==> config.mk <==
export PLATFORM = sky130hd
export DESIGN_NAME = acl_cmd_ctrl
export DESIGN_NICKNAME = d
export VERILOG_FILES = /design/src/rtl/acl_pkg.sv /design/src/rtl/acl_bitclk_edge.sv /design/src/rtl/acl_warm_seq.sv /design/src/rtl/acl_cmd_regs.sv /design/src/rtl/acl_cmd_ctrl.sv
export SDC_FILE = /design/constraint.sdc
export NUM_CORES = 1
export LEC_CHECK = 0
export BUFFER_PORTS_ARGS = -buffer_cell sky130_fd_sc_hd__buf_2
export CORE_ASPECT_RATIO = 0.6
export CORE_MARGIN = 5
export CORE_UTILIZATION = 30
export DETAILED_ROUTE_END_ITERATION = 6
export PLACE_DENSITY = 0.71
export SKIP_LAST_GASP = 1
export SLEW_MARGIN = 25
export SYNTH_ARGS = -nofsm -noshare
export SYNTH_HDL_FRONTEND = slang
export SYNTH_SLANG_ARGS = --single-unit
==> constraint.sdc <==
create_clock -name clk_i -period 1.3 [get_ports clk_i]
set_input_delay 0 -clock clk_i [delete_from_list [all_inputs] [get_ports clk_i]]
set_output_delay 0 -clock clk_i [all_outputs]
set_load 0.02 [all_outputs]
==> src/rtl/acl_pkg.sv <==
package acl_pkg;
   localparam int unsigned WORD_W   = 32;
   localparam int unsigned CADDR_W  = 7;
   localparam int unsigned B_DIR    = 31;
   localparam int unsigned B_ADDR_L = 24;
   localparam int unsigned B_SEL_L  = 22;
   localparam int unsigned B_SEM_P  = 21;
   localparam int unsigned B_SEM_S  = 20;
   localparam int unsigned B_SHUT   = 18;
   localparam int unsigned B_WARM   = 17;

   typedef enum logic [1:0] {
      SEQ_IDLE = 2'd0,
      SEQ_SYNC = 2'd1,
      SEQ_WAIT = 2'd2
   } seq_state_e;

   typedef struct packed {
      logic               dir;
      logic [CADDR_W-1:0] caddr;
      logic [1:0]         sel;
      logic               sem_p;
      logic               sem_s;
      logic               shut;
      logic               warm;
   } ctrl_t;
endpackage

==> src/rtl/acl_bitclk_edge.sv <==
module acl_bitclk_edge #(
   parameter int unsigned STAGES     = 2,
   parameter bit          BOTH_EDGES = 1'b0
) (
   input  logic clk_i,
   input  logic rst_ni,
   input  logic bitclk_i,
   output logic edge_o
);
   if (STAGES < 2) begin : g_bad_stages
      $error("acl_bitclk_edge: STAGES must be at least 2");
   end

   logic [STAGES-1:0] sync_q;
   logic              prev_q;

   always_ff @(posedge clk_i) begin
      if (!rst_ni) begin
         sync_q <= '0;
         prev_q <= 1'b0;
      end else begin
         sync_q <= {sync_q[STAGES-2:0], bitclk_i};
         prev_q <= sync_q[STAGES-1];
      end
   end

   if (BOTH_EDGES) begin : g_both
      assign edge_o = sync_q[STAGES-1] ^ prev_q;
   end else begin : g_rise
      assign edge_o = sync_q[STAGES-1] & ~prev_q;
   end
endmodule

==> src/rtl/acl_warm_seq.sv <==
module acl_warm_seq
   import acl_pkg::*;
#(
   parameter int unsigned SYNC_CYCLES = 100,
   parameter int unsigned EDGE_COUNT  = 4
) (
   input  logic clk_i,
   input  logic rst_ni,
   input  logic start_i,
   input  logic edge_i,
   output logic sync_o,
   output logic done_o
);
   localparam int unsigned SC_W = $clog2(SYNC_CYCLES + 1);
   localparam int unsigned EC_W = $clog2(EDGE_COUNT + 1);
   localparam logic [SC_W-1:0] SC_LAST = SC_W'(SYNC_CYCLES - 1);
   localparam logic [EC_W-1:0] EC_LAST = EC_W'(EDGE_COUNT - 1);

   if (SYNC_CYCLES < 1) begin : g_bad_sync
      $error("acl_warm_seq: SYNC_CYCLES must be at least 1");
   end
   if (EDGE_COUNT < 1) begin : g_bad_edge
      $error("acl_warm_seq: EDGE_COUNT must be at least 1");
   end

   seq_state_e      state_q;
   logic [SC_W-1:0] scnt_q;
   logic [EC_W-1:0] ecnt_q;

   always_ff @(posedge clk_i) begin
      if (!rst_ni) begin
         state_q <= SEQ_IDLE;
         scnt_q  <= '0;
         ecnt_q  <= '0;
      end else begin
         unique case (state_q)
            SEQ_IDLE: begin
               if (start_i) begin
                  state_q <= SEQ_SYNC;
                  scnt_q  <= '0;
               end
            end
            SEQ_SYNC: begin
               if (scnt_q == SC_LAST) begin
                  state_q <= SEQ_WAIT;
                  ecnt_q  <= '0;
               end else begin
                  scnt_q <= scnt_q + 1'b1;
               end
            end
            SEQ_WAIT: begin
               if (edge_i) begin
                  if (ecnt_q == EC_LAST) state_q <= SEQ_IDLE;
                  else                   ecnt_q  <= ecnt_q + 1'b1;
               end
            end
            default: state_q <= SEQ_IDLE;
         endcase
      end
   end

   assign sync_o = (state_q == SEQ_SYNC);
   assign done_o = (state_q == SEQ_WAIT) && edge_i && (ecnt_q == EC_LAST);
endmodule

==> src/rtl/acl_cmd_regs.sv <==
module acl_cmd_regs
   import acl_pkg::*;
#(
   parameter int unsigned REG_AW = 2
) (
   input  logic              clk_i,
   input  logic              rst_ni,
   input  logic              we_i,
   input  logic [REG_AW-1:0] addr_i,
   input  logic [WORD_W-1:0] wdata_i,
   output logic [WORD_W-1:0] rdata_o,
   input  logic [1:0]        rdy_pulse_i,
   input  logic              warm_done_i,
   output logic              warm_start_o,
   output ctrl_t             ctrl_o,
   output logic [1:0]        rdy_o
);
   if (REG_AW < 1) begin : g_bad_aw
      $error("acl_cmd_regs: REG_AW must be at least 1");
   end

   localparam logic [REG_AW-1:0] A_CTRL = REG_AW'(0);
   localparam logic [REG_AW-1:0] A_STAT = REG_AW'(1);

   ctrl_t      ctrl_q;
   logic [1:0] rdy_q;
   logic       wr_ctrl;

   assign wr_ctrl      = we_i && (addr_i == A_CTRL);
   assign warm_start_o = wr_ctrl && wdata_i[B_WARM] && !ctrl_q.warm;

   always_ff @(posedge clk_i) begin
      if (!rst_ni) begin
         ctrl_q <= '0;
         rdy_q  <= '0;
      end else begin
         if (wr_ctrl) begin
            ctrl_q.dir   <= wdata_i[B_DIR];
            ctrl_q.caddr <= wdata_i[B_ADDR_L +: CADDR_W];
            ctrl_q.sel   <= wdata_i[B_SEL_L +: 2];
            ctrl_q.sem_p <= wdata_i[B_SEM_P];
            ctrl_q.sem_s <= wdata_i[B_SEM_S];
            ctrl_q.shut  <= warm_start_o ? 1'b0 : wdata_i[B_SHUT];
         end
         if (warm_start_o)     ctrl_q.warm <= 1'b1;
         else if (warm_done_i) ctrl_q.warm <= 1'b0;

         if (wr_ctrl && wdata_i[B_SHUT]) rdy_q <= '0;
         else                            rdy_q <= rdy_q | rdy_pulse_i;
      end
   end

   always_comb begin
      rdata_o = '0;
      if (addr_i == A_CTRL) begin
         rdata_o[B_DIR]                = ctrl_q.dir;
         rdata_o[B_ADDR_L +: CADDR_W]  = ctrl_q.caddr;
         rdata_o[B_SEL_L +: 2]         = ctrl_q.sel;
         rdata_o[B_SEM_P]              = ctrl_q.sem_p;
         rdata_o[B_SEM_S]              = ctrl_q.sem_s;
         rdata_o[B_SHUT]               = ctrl_q.shut;
         rdata_o[B_WARM]               = ctrl_q.warm;
      end else if (addr_i == A_STAT) begin
         rdata_o[1:0] = rdy_q;
      end
   end

   assign ctrl_o = ctrl_q;
   assign rdy_o  = rdy_q;
endmodule

==> src/rtl/acl_cmd_ctrl.sv <==
module acl_cmd_ctrl
   import acl_pkg::*;
#(
   parameter int unsigned REG_AW      = 2,
   parameter int unsigned SYNC_CYCLES = 100,
   parameter int unsigned EDGE_COUNT  = 4,
   parameter int unsigned SYNC_STAGES = 2,
   parameter bit          BOTH_EDGES  = 1'b0
) (
   input  logic              clk_i,
   input  logic              rst_ni,
   input  logic              bus_we_i,
   input  logic [REG_AW-1:0] bus_addr_i,
   input  logic [31:0]       bus_wdata_i,
   output logic [31:0]       bus_rdata_o,
   input  logic [1:0]        rdy_pulse_i,
   input  logic [1:0]        slot_valid_i,
   input  logic              bitclk_i,
   output logic [1:0]        slot0_tag_o,
   output logic [1:0]        slot0_id_o,
   output logic [7:0]        slot1_cmd_o,
   output logic              link_down_o,
   output logic              sync_force_o
);
   ctrl_t      ctrl;
   logic [1:0] rdy_flags;
   logic       warm_start;
   logic       warm_done;
   logic       bclk_edge;

   acl_cmd_regs #(.REG_AW(REG_AW)) u_regs (
      .clk_i        (clk_i),
      .rst_ni       (rst_ni),
      .we_i         (bus_we_i),
      .addr_i       (bus_addr_i),
      .wdata_i      (bus_wdata_i),
      .rdata_o      (bus_rdata_o),
      .rdy_pulse_i  (rdy_pulse_i),
      .warm_done_i  (warm_done),
      .warm_start_o (warm_start),
      .ctrl_o       (ctrl),
      .rdy_o        (rdy_flags)
   );

   acl_bitclk_edge #(.STAGES(SYNC_STAGES), .BOTH_EDGES(BOTH_EDGES)) u_edge (
      .clk_i    (clk_i),
      .rst_ni   (rst_ni),
      .bitclk_i (bitclk_i),
      .edge_o   (bclk_edge)
   );

   acl_warm_seq #(.SYNC_CYCLES(SYNC_CYCLES), .EDGE_COUNT(EDGE_COUNT)) u_seq (
      .clk_i   (clk_i),
      .rst_ni  (rst_ni),
      .start_i (warm_start),
      .edge_i  (bclk_edge),
      .sync_o  (sync_force_o),
      .done_o  (warm_done)
   );

   assign slot1_cmd_o = {ctrl.dir, ctrl.caddr};
   assign slot0_id_o  = ctrl.sel;
   assign slot0_tag_o = (ctrl.sel != 2'b00) ? 2'b00 : slot_valid_i;
   assign link_down_o = ctrl.shut;
endmodule

-- Yosys cells after proc, flatten, opt, wreduce, memory -nomap -nowiden
Index checks and enable logic that the tools add are counted.
- add/sub/neg operators: 2
- eq/ne operators: 11
- muxes and demuxes: 20
- bitwise gates (word level): 4
- reduce and logical (&&, ||, !) cells: 17
- operators with widths (operator ; count):
    2-to-1 mux 2 bit ; 8
    2-to-1 mux 7 bit ; 2
    one-hot mux 7 bit (2 select lines) ; 1
    2-to-1 mux 12 bit ; 1
    2-to-1 mux 3 bit ; 3
    inequality test 2 bit (second input constant) ; 4
    AND reduction 4 bit ; 2
    nonzero test 2 bit ; 4
    adder 7 x 1 -> 7 bit (second input constant) ; 1
    == test 7 bit (second input constant) ; 1
    logical AND 1 bit ; 6
    one-hot mux 2 bit (3 select lines) ; 1
    one-hot mux 3 bit (2 select lines) ; 1
    == test 2 x 1 -> 1 bit (second input constant) ; 2
    zero test 2 bit ; 2
    inequality test 2 x 1 -> 1 bit (second input constant) ; 2
    adder 3 x 1 -> 3 bit (second input constant) ; 1
    == test 3 x 2 -> 1 bit (second input constant) ; 1
    2-to-1 mux 1 bit ; 3
    AND reduction 3 bit ; 1
    == test 2 bit (second input constant) ; 1
    inverter 1 bit ; 2
    bitwise OR 2 bit ; 1
    OR reduction 2 bit ; 1
    other kinds (2) ; 2
- register bits after elaboration: 31
- bits of input ports: 42

-- Depth between registers and ports, before layout
Gate-level depths: netlist of run 1.
- depth after elaboration: 6
- mapped depth: 5
- mapped depth without buffers: 5

-- By module
A second synthesis of run 1 with hierarchy kept.
- cell total of the unflattened synthesis: 193
- area total of the unflattened synthesis: 1677.9 um^2
- modules (own cells, without submodules) (module ; times used ; cells an instance ; area an instance (um^2) ; sequential area each (um^2)):
    acl_cmd_regs ; 1 ; 107 ; 887.1 ; 320.3
    acl_warm_seq ; 1 ; 77 ; 683.2 ; 240.2
    acl_bitclk_edge ; 1 ; 7 ; 92.6 ; 60.1
    acl_cmd_ctrl ; 1 ; 2 ; 15.0 ; 0.0

-- Worst setup path after synthesis of run 1
OpenSTA, ideal clock, no wires.
- path type: register to register
- start point: register u_seq.scnt_q[0]
- end point: register u_seq.scnt_q[2]
- data arrival time: 1.292 ns
- required time: 1.213 ns
- path slack: -0.079 ns
- stages on the path, launching flop included: 6
- path buffers: 0
- clock period less this slack: 1.379 ns
- cell sequence: dfxtp_1 ha_1 and4b_1 a211oi_1 a31oi_1 o31ai_1
- longest elaborated chain between the ends: 3
- ends and longest elaborated chain (element ; RTL line ; RTL):
    start, declared ; acl_warm_seq.sv:27 ; logic [SC_W-1:0] scnt_q;
    start signal, assigned ; acl_warm_seq.sv:48 ; scnt_q <= scnt_q + 1'b1;
    adder 7 x 1 -> 7 bit or == test 7 bit (tied branches) ; acl_warm_seq.sv:48, acl_warm_seq.sv:44 ;
    2-to-1 mux 7 bit or inequality test 2 bit (tied branches) ; n/a ;
    one-hot mux 7 bit (2 select lines) or AND reduction 3 bit (tied branches) ; n/a ;
Several ways; a longest one is shown, not always the timed one. The select of a mux whose other input is x is not followed.
A chain may end at the register's enable or synchronous reset.

-- Worst setup path after layout of run 1
- start point: register u_seq.scnt_q[1]
- end point: register u_seq.scnt_q[2]
The elaborated chain is that of the path after synthesis.

==> results of run 1 <==
[routing by layer]
metal | track usage (%) | up-vias
met4 | 4.52 | 0
met2 | 19.6 | 56
li1 | - | 758
met5 | 0 | -
met1 | 13.9 | 696
met3 | 5.32 | 8
[how the worst min path moves through the flow]
stage / to / slack, ns / depth (start not counted)
final: u_regs.ctrl_o[0] / 0.008 / 3
after global routing: u_regs.ctrl_o[0] / 0.08 / 3
after CTS: u_regs.ctrl_o[0] / 0.0009 / 3
after detailed placement: u_edge.sync_q[0] / 0.22 / 2
after global placement: u_edge.sync_q[0] / 0.21 / 2
after floorplan: u_regs.rdy_o[0] / 0.12 / 2
[worst max-delay path: cells and delay by family, from the launching register on]
family          cells  cell delay [ns]
fa+ha+maj           1             0.13
compound gates      2             0.41
flops               1             0.36
simple gates        2             0.39
[area by class of cell]
class	count	area [um2]
fill	501	2840
multi-input combinational	139	880
inverter	5	21.3
antenna	1	2.50
clock buffer	8	100
timing repair buffer	88	581
sequential	31	627
tap	66	82.6
[flip-flops by register name, indices dropped and copies added (netlist names)]
name and cells:
u_edge.prev_q 1, u_edge.sync_q 2, u_regs.ctrl_o 14, u_regs.rdy_o 2
u_seq.ecnt_q 3, u_seq.scnt_q 7, u_seq.state_q 2
[kinds of logic after synthesis]
logic type,Yosys count,synth area share (%)
simple gates,86,28.0
buf+inv,38,15.1
flops,31,38.6
compound gates,29,12.4
mux,4,2.80
fa+ha+maj,3,2.34
other cells,1,0.233
xor+xnor,1,0.545
[synth_stat cells, drive strengths merged]
cell / number / area share [%]
nand2: 35 / 8.2
dfxtp: 31 / 39
buf: 28 / 13
and2: 18 / 7.0
a21oi: 16 / 5.2
nor2: 8 / 1.9
clkbuf: 5 / 1.2
inv: 5 / 1.2
a31oi: 3 / 1.2
ha: 3 / 2.3
mux2i: 3 / 1.9
nand3: 3 / 0.93
nand3b: 3 / 1.4
nor3b: 3 / 1.4
nor4: 3 / 1.2
o31ai: 3 / 1.4
and3: 2 / 0.78
and3b: 2 / 1.1
nand2b: 2 / 0.78
nand4: 2 / 0.78
a211oi: 1 / 0.47
a21o: 1 / 0.47
a22o: 1 / 0.55
and4b: 1 / 0.62
conb: 1 / 0.23
mux2: 1 / 0.93
nand4bb: 1 / 0.70
nor2b: 1 / 0.39
nor3: 1 / 0.31
o21ai: 1 / 0.31
o21ba: 1 / 0.62
o21bai: 1 / 0.47
o41ai: 1 / 1.7
or3b: 1 / 0.55
xor2: 1 / 0.55
[timing repair]
item / in CTS / in global routing
endpoints found under the hold margin: 16 / 0
hold buffers: 16 / 0
endpoints found under the setup margin: 10 / 14
gates resized for setup: 9 / 9
pin swaps: 2 / 3
[through the flow]
| stage | instance area [um2] | setup WS, ns | total power, mW |
|---|---|---|---|
| floorplan | 1670 | 0.0130 | 1.21 |
| global placement | 1960 | -0.0528 | 1.27 |
| detailed placement | 1960 | -0.100 | 1.27 |
| CTS | 2250 | -0.0298 | 2.14 |
| global route | 2290 | -0.115 | 2.23 |
| finish | 2290 | -0.0679 | 2.12 |
[where the power goes]
part	internal (mW)	switching [mW]
logic	0.133	0.175
registers	0.976	0.0167
clock network	0.483	0.340
total	1.59	0.531
==> results.yml, run 1 <==
placed_design:
  finalWeightedCongestion: 0.878
  io_buffers: 53
  dp_hpwl_mm: 3.08
  dp.cells: 313
grt:
  grt_pass1_vias: 1420
  grt_pass1_wl_mm: 6.63
  antenna_found_initial: 0
  grt.overflow.total: 0
  grt_use_total_pct: 12.0
  grt_start_max_net_pins: 16
detailed_routing:
  avgViaCountPerCell: 4.49
  first_pass_iters: 4
  drt_iter0_drc: 58
  vias: 1518
  top_layer_used: "met4"
  dr_wl_met3_um: 326
  met2WireLength_mm: 2.10
  wire_per_inst_um: 12.5
  drt-total-wl_mm: 4.21
  ant_nets: 0
  route.detailed.drc: 0
  wl_met1_mm: 1.69
worst_setup_path:
  end_kind: "flop"
  slowest_delay_ns: 0.36
  reg2reg_setup_slack_ns: -0.07
  setup.worst_path.start_class: "flop"
  r2r-start: "u_seq.scnt_q[1]"
  crit_start: "u_seq.scnt_q[1]"
  r2r_cells: 5
  required_ns: 1.49
  critPathArrivalTime_ns: 1.56
  reg2reg_to: "u_seq.scnt_q[2]"
  endpoint: "u_seq.scnt_q[2]"
  crit_type: "reg2reg"
  crit_fanout: 3
  path_cells: "ha_4, and4b_2, nand2_2, a21o_1, o31ai_1"
  cpMaxStageDelayCell: "dfxtp_2"
power_and_ir_drop:
  irDropWorstVdd_uv: 387
  powerDensity_nw_per_um2: 925
  power.leakage_nw: 1.04
yosys:
  syn_area_um2: 1610
  ys_warn_count: 0
  synth_seq_area_share_pct: 38.6
  synth_seq_cells: 31
  synth_cells: 193
  synth_cell_types: 37
  synth.avg_cell_area_um2: 8.32
sta:
  hold_viol: 0
  rsz0062_at_grt: "true"
  max_freq_mhz: 731
  period_share_pct: 105
  fin_crit_ns: 1.37
  worst_hold_slack_ns: 0.00809
  drv_slew: 0
  fin_ws_ns: -0.0679
  skew_ns: 0.00516
  setup_tns_ns: -0.226
  setup_violations: 8
floorplan:
  die_w_um: 104
  design.core.area_um2: 5130
  start_util_pct: 31.3
  io_pins: 88
  fp.dieArea_um2: 6970
  die_h_um: 66.7
  rows: 20
clocking:
  h-tree-depth: 2
  tritoncts: "done"
  cts-root-buf: "clkbuf_8"
  cts_buffer_depth: 2
  clock_latency_ns: 0.28
  postCtsSetupRepairBufs: 0
  cts.clk_slew.worst_paths_ns: 0.06
  cts_buffers: 5
  cts.sinks: 31
final_layout:
  area_growth_pct: 42.8
  finish.utilization_pct: 44.7
  nets: 315
  final_common_cell: "buf_2"
  final_cell_mix: "53 x buf_2, 33 x nand2_1, 26 x dfxtp_1"
  fin_cells: 338
  drive_gt1_share_pct: 37.6
job:
  max_cap_viol_count: 0
worst_hold_path:
  hp-class: "in2reg"
  worstHoldStart: "bus_wdata_i[17]"
run_status:
  status: "finished with violations"
  violations: "negative setup slack"
Power figures use the tool's default switching activity.
==> run 2: changes to the inputs <==
- ABC_AREA: unset -> 1
- PLACE_DENSITY: 0.71 -> 0.7
==> run 2 against run 1 <==
  * The run now ends clean
  * Fmax is 9.6% higher
  * Power increased by 8.4%
  * Critical path depth increased by 3
  * Combinational power grew 2%
  * Flip-flop and latch count did not move
  * Sequential power hardly changed
  * Synthesized cell count rose by 19%
  * Synthesized area grew 4.8%
  * Highest routed layer unchanged
==> results.yml, run 2 <==
final_layout:
  ff_latch_area_um2: 626
  nets: 336
  drive_gt1_share_pct: 34.6
  multi_input_area_um2: 827
  final_common_cell: "buf_2"
  area_growth_pct: 29.6
  fin_cells: 361
  num-fill-cells: 558
  final_cell_mix: "53 x buf_2, 31 x nand2_1, 29 x nor2_1"
  largest_register_ffs: 14
  n_antenna_cell: 0
worst_setup_path:
  crit_fanout: 4
  end_kind: "flop"
  required_ns: 1.47
  critPathArrivalTime_ns: 1.42
  crit_type: "reg2reg"
  setup.worst_path.start_class: "flop"
sta:
  max_freq_mhz: 802
  skew_ns: 0.00476
  drv_slew: 0
  hold_viol: 0
  fin_crit_ns: 1.25
  period_share_pct: 96.0
  setup_violations: 0
detailed_routing:
  wire_per_inst_um: 11.2
  route.detailed.drc: 0
  ant_nets: 0
  drt_iter0_drc: 92
  first_pass_iters: 4
  vias: 1562
  avgViaCountPerCell: 4.33
  drt-total-wl_mm: 4.05
yosys:
  yosysMostFrequentCell: "nand2_1"
  synth_cell_types: 28
  synth_seq_cells: 31
  ys_warn_count: 0
  synth_cells: 230
  async_flop_share_pct: 0
  synth_edf_count: 0
  synth.avg_cell_area_um2: 7.32
  synth_area_leader_cell: "dfxtp_1"
  yosys.area.top_type_share_pct: 36.9
  syn_area_um2: 1680
  synth.area.top_cells: "dfxtp_1 37%, buf_4 12%, nand2_1 7.6%, a21oi_1 7.1%, nor2_1 6.9%"
  synth_seq_area_share_pct: 36.9
  synth_commonest_cells: "34 x nand2_1, 31 x dfxtp_1, 31 x nor2_1"
  synth-main-ff-cell: "dfxtp_1"
power_and_ir_drop:
  total_power_mw: 2.30
  irDropWorstVdd_uv: 511
  powerDensity_nw_per_um2: 1060
  power.leakage_nw: 1.03
grt:
  grt.overflow.total: 0
  grt_pass1_vias: 1383
  grt_use_total_pct: 10.7
  grt_pass1_wl_mm: 6.18
  grt_start_max_net_pins: 18
  antenna_found_initial: 0
placed_design:
  dp.cells: 344
  finalWeightedCongestion: 0.786
  dp_hpwl_mm: 3.00
  io_buffers: 53
job:
  max_cap_viol_count: 0
clocking:
  cts-root-buf: "clkbuf_8"
  cts_buffers: 5
  cts.clk_slew.worst_paths_ns: 0.06
  tritoncts: "done"
  h-tree-depth: 2
  cts_buffer_depth: 2
  clock_latency_ns: 0.28
  cts.sinks: 31
floorplan:
  io_pins: 88
  rows: 21
  die_w_um: 107
  die_h_um: 68.0
  fp.dieArea_um2: 7260
  design.core.area_um2: 5520
  start_util_pct: 30.5
run_status:
  status: "finished clean"
worst_hold_path:
  hp-class: "in2reg"
==> run 2: per-layer routing <==
layer,global-route usage (%),routed length [um]
met1,14.8,1870
met3,2.73,256
met5,0,0
met2,16.4,1890
met4,3.35,38
==> run 2: repair_timing <==
action,CTS,global route
setup endpoints to repair,0,8
resized for setup,0,17
endpoints found under the hold margin,6,0
hold buffers,6,0
setup buffers,0,3
==> run 2: worst max-delay path, cell delays in order, from the launching register on <==
cell	delay [ns]
dfxtp_2	0.33
ha_1	0.19
ha_2	0.19
nor2_2	0.10
nand2_2	0.10
nand2_4	0.09
nand2_1	0.06
nand2_1	0.05
nor2_1	0.03
==> run 2: path summary, 6_finish.rpt <==
| kind | startpoint | slack [ns] | cells after the start | endpoint |
|---|---|---|---|---|
| worst max-delay path | u_seq.ecnt_q[0] | 0.05 | 8 | u_seq.ecnt_q[1] |
| worst max register to register | u_seq.ecnt_q[0] | 0.05 | 8 | u_seq.ecnt_q[1] |
| worst min-delay path | bus_wdata_i[25] | 0.003 | 3 | u_regs.ctrl_o[7] |
| worst min register to register | u_edge.sync_q[0] | 0.41 | 2 | u_edge.sync_q[1] |
==> run 2: cells by family (layout without fill, tap and decap cells) <==
family	Yosys count	count (layout)	share of synthesized area (%)
flops	31	31	36.9
compound gates	39	39	11.7
simple gates	94	94	28.7
other cells	1	16	0.223
fa+ha+maj	3	3	2.23
buf+inv	62	109	20.2
==> run 2: through the flow <==
step | instance area, um2 | hold slack [ns] | setup TNS [ns] | worst slack [ns] | util, %
finish | 2180 | 0.00278 | 0 | 0.0524 | 39.5
global route | 2180 | 0.0196 | -0.0453 | -0.0211 | 39.5
CTS | 2100 | 0.000398 | 0 | 0.00439 | 38.1
detailed placement | 1930 | 0.196 | 0 | 0.00789 | 34.9
global placement | 1930 | 0.189 | 0 | 0.0517 | 34.9
floorplan | 1740 | 0.0828 | 0 | 0.00401 | -
==> run 2: report_power, final <==
part	internal, mW	total, mW	switching [mW]	leakage (nW)
combinational	0.109	0.312	0.203	0.710
clock	0.620	0.985	0.366	0.0612
sequential	0.984	1.00	0.0190	0.255
==> run 2: cell type report <==
| cell class | instances | share of cell area [%] |
|---|---|---|
| Sequential cell | 31 | 28.7 |
| Timing Repair Buffer | 70 | 18.7 |
| Clock buffer | 6 | 3.79 |
| Inverter | 31 | 5.34 |
| Clock inverter | 2 | 1.61 |
| Tap cell | 69 | 3.96 |
| Multi-Input combinational cell | 152 | 37.9 |
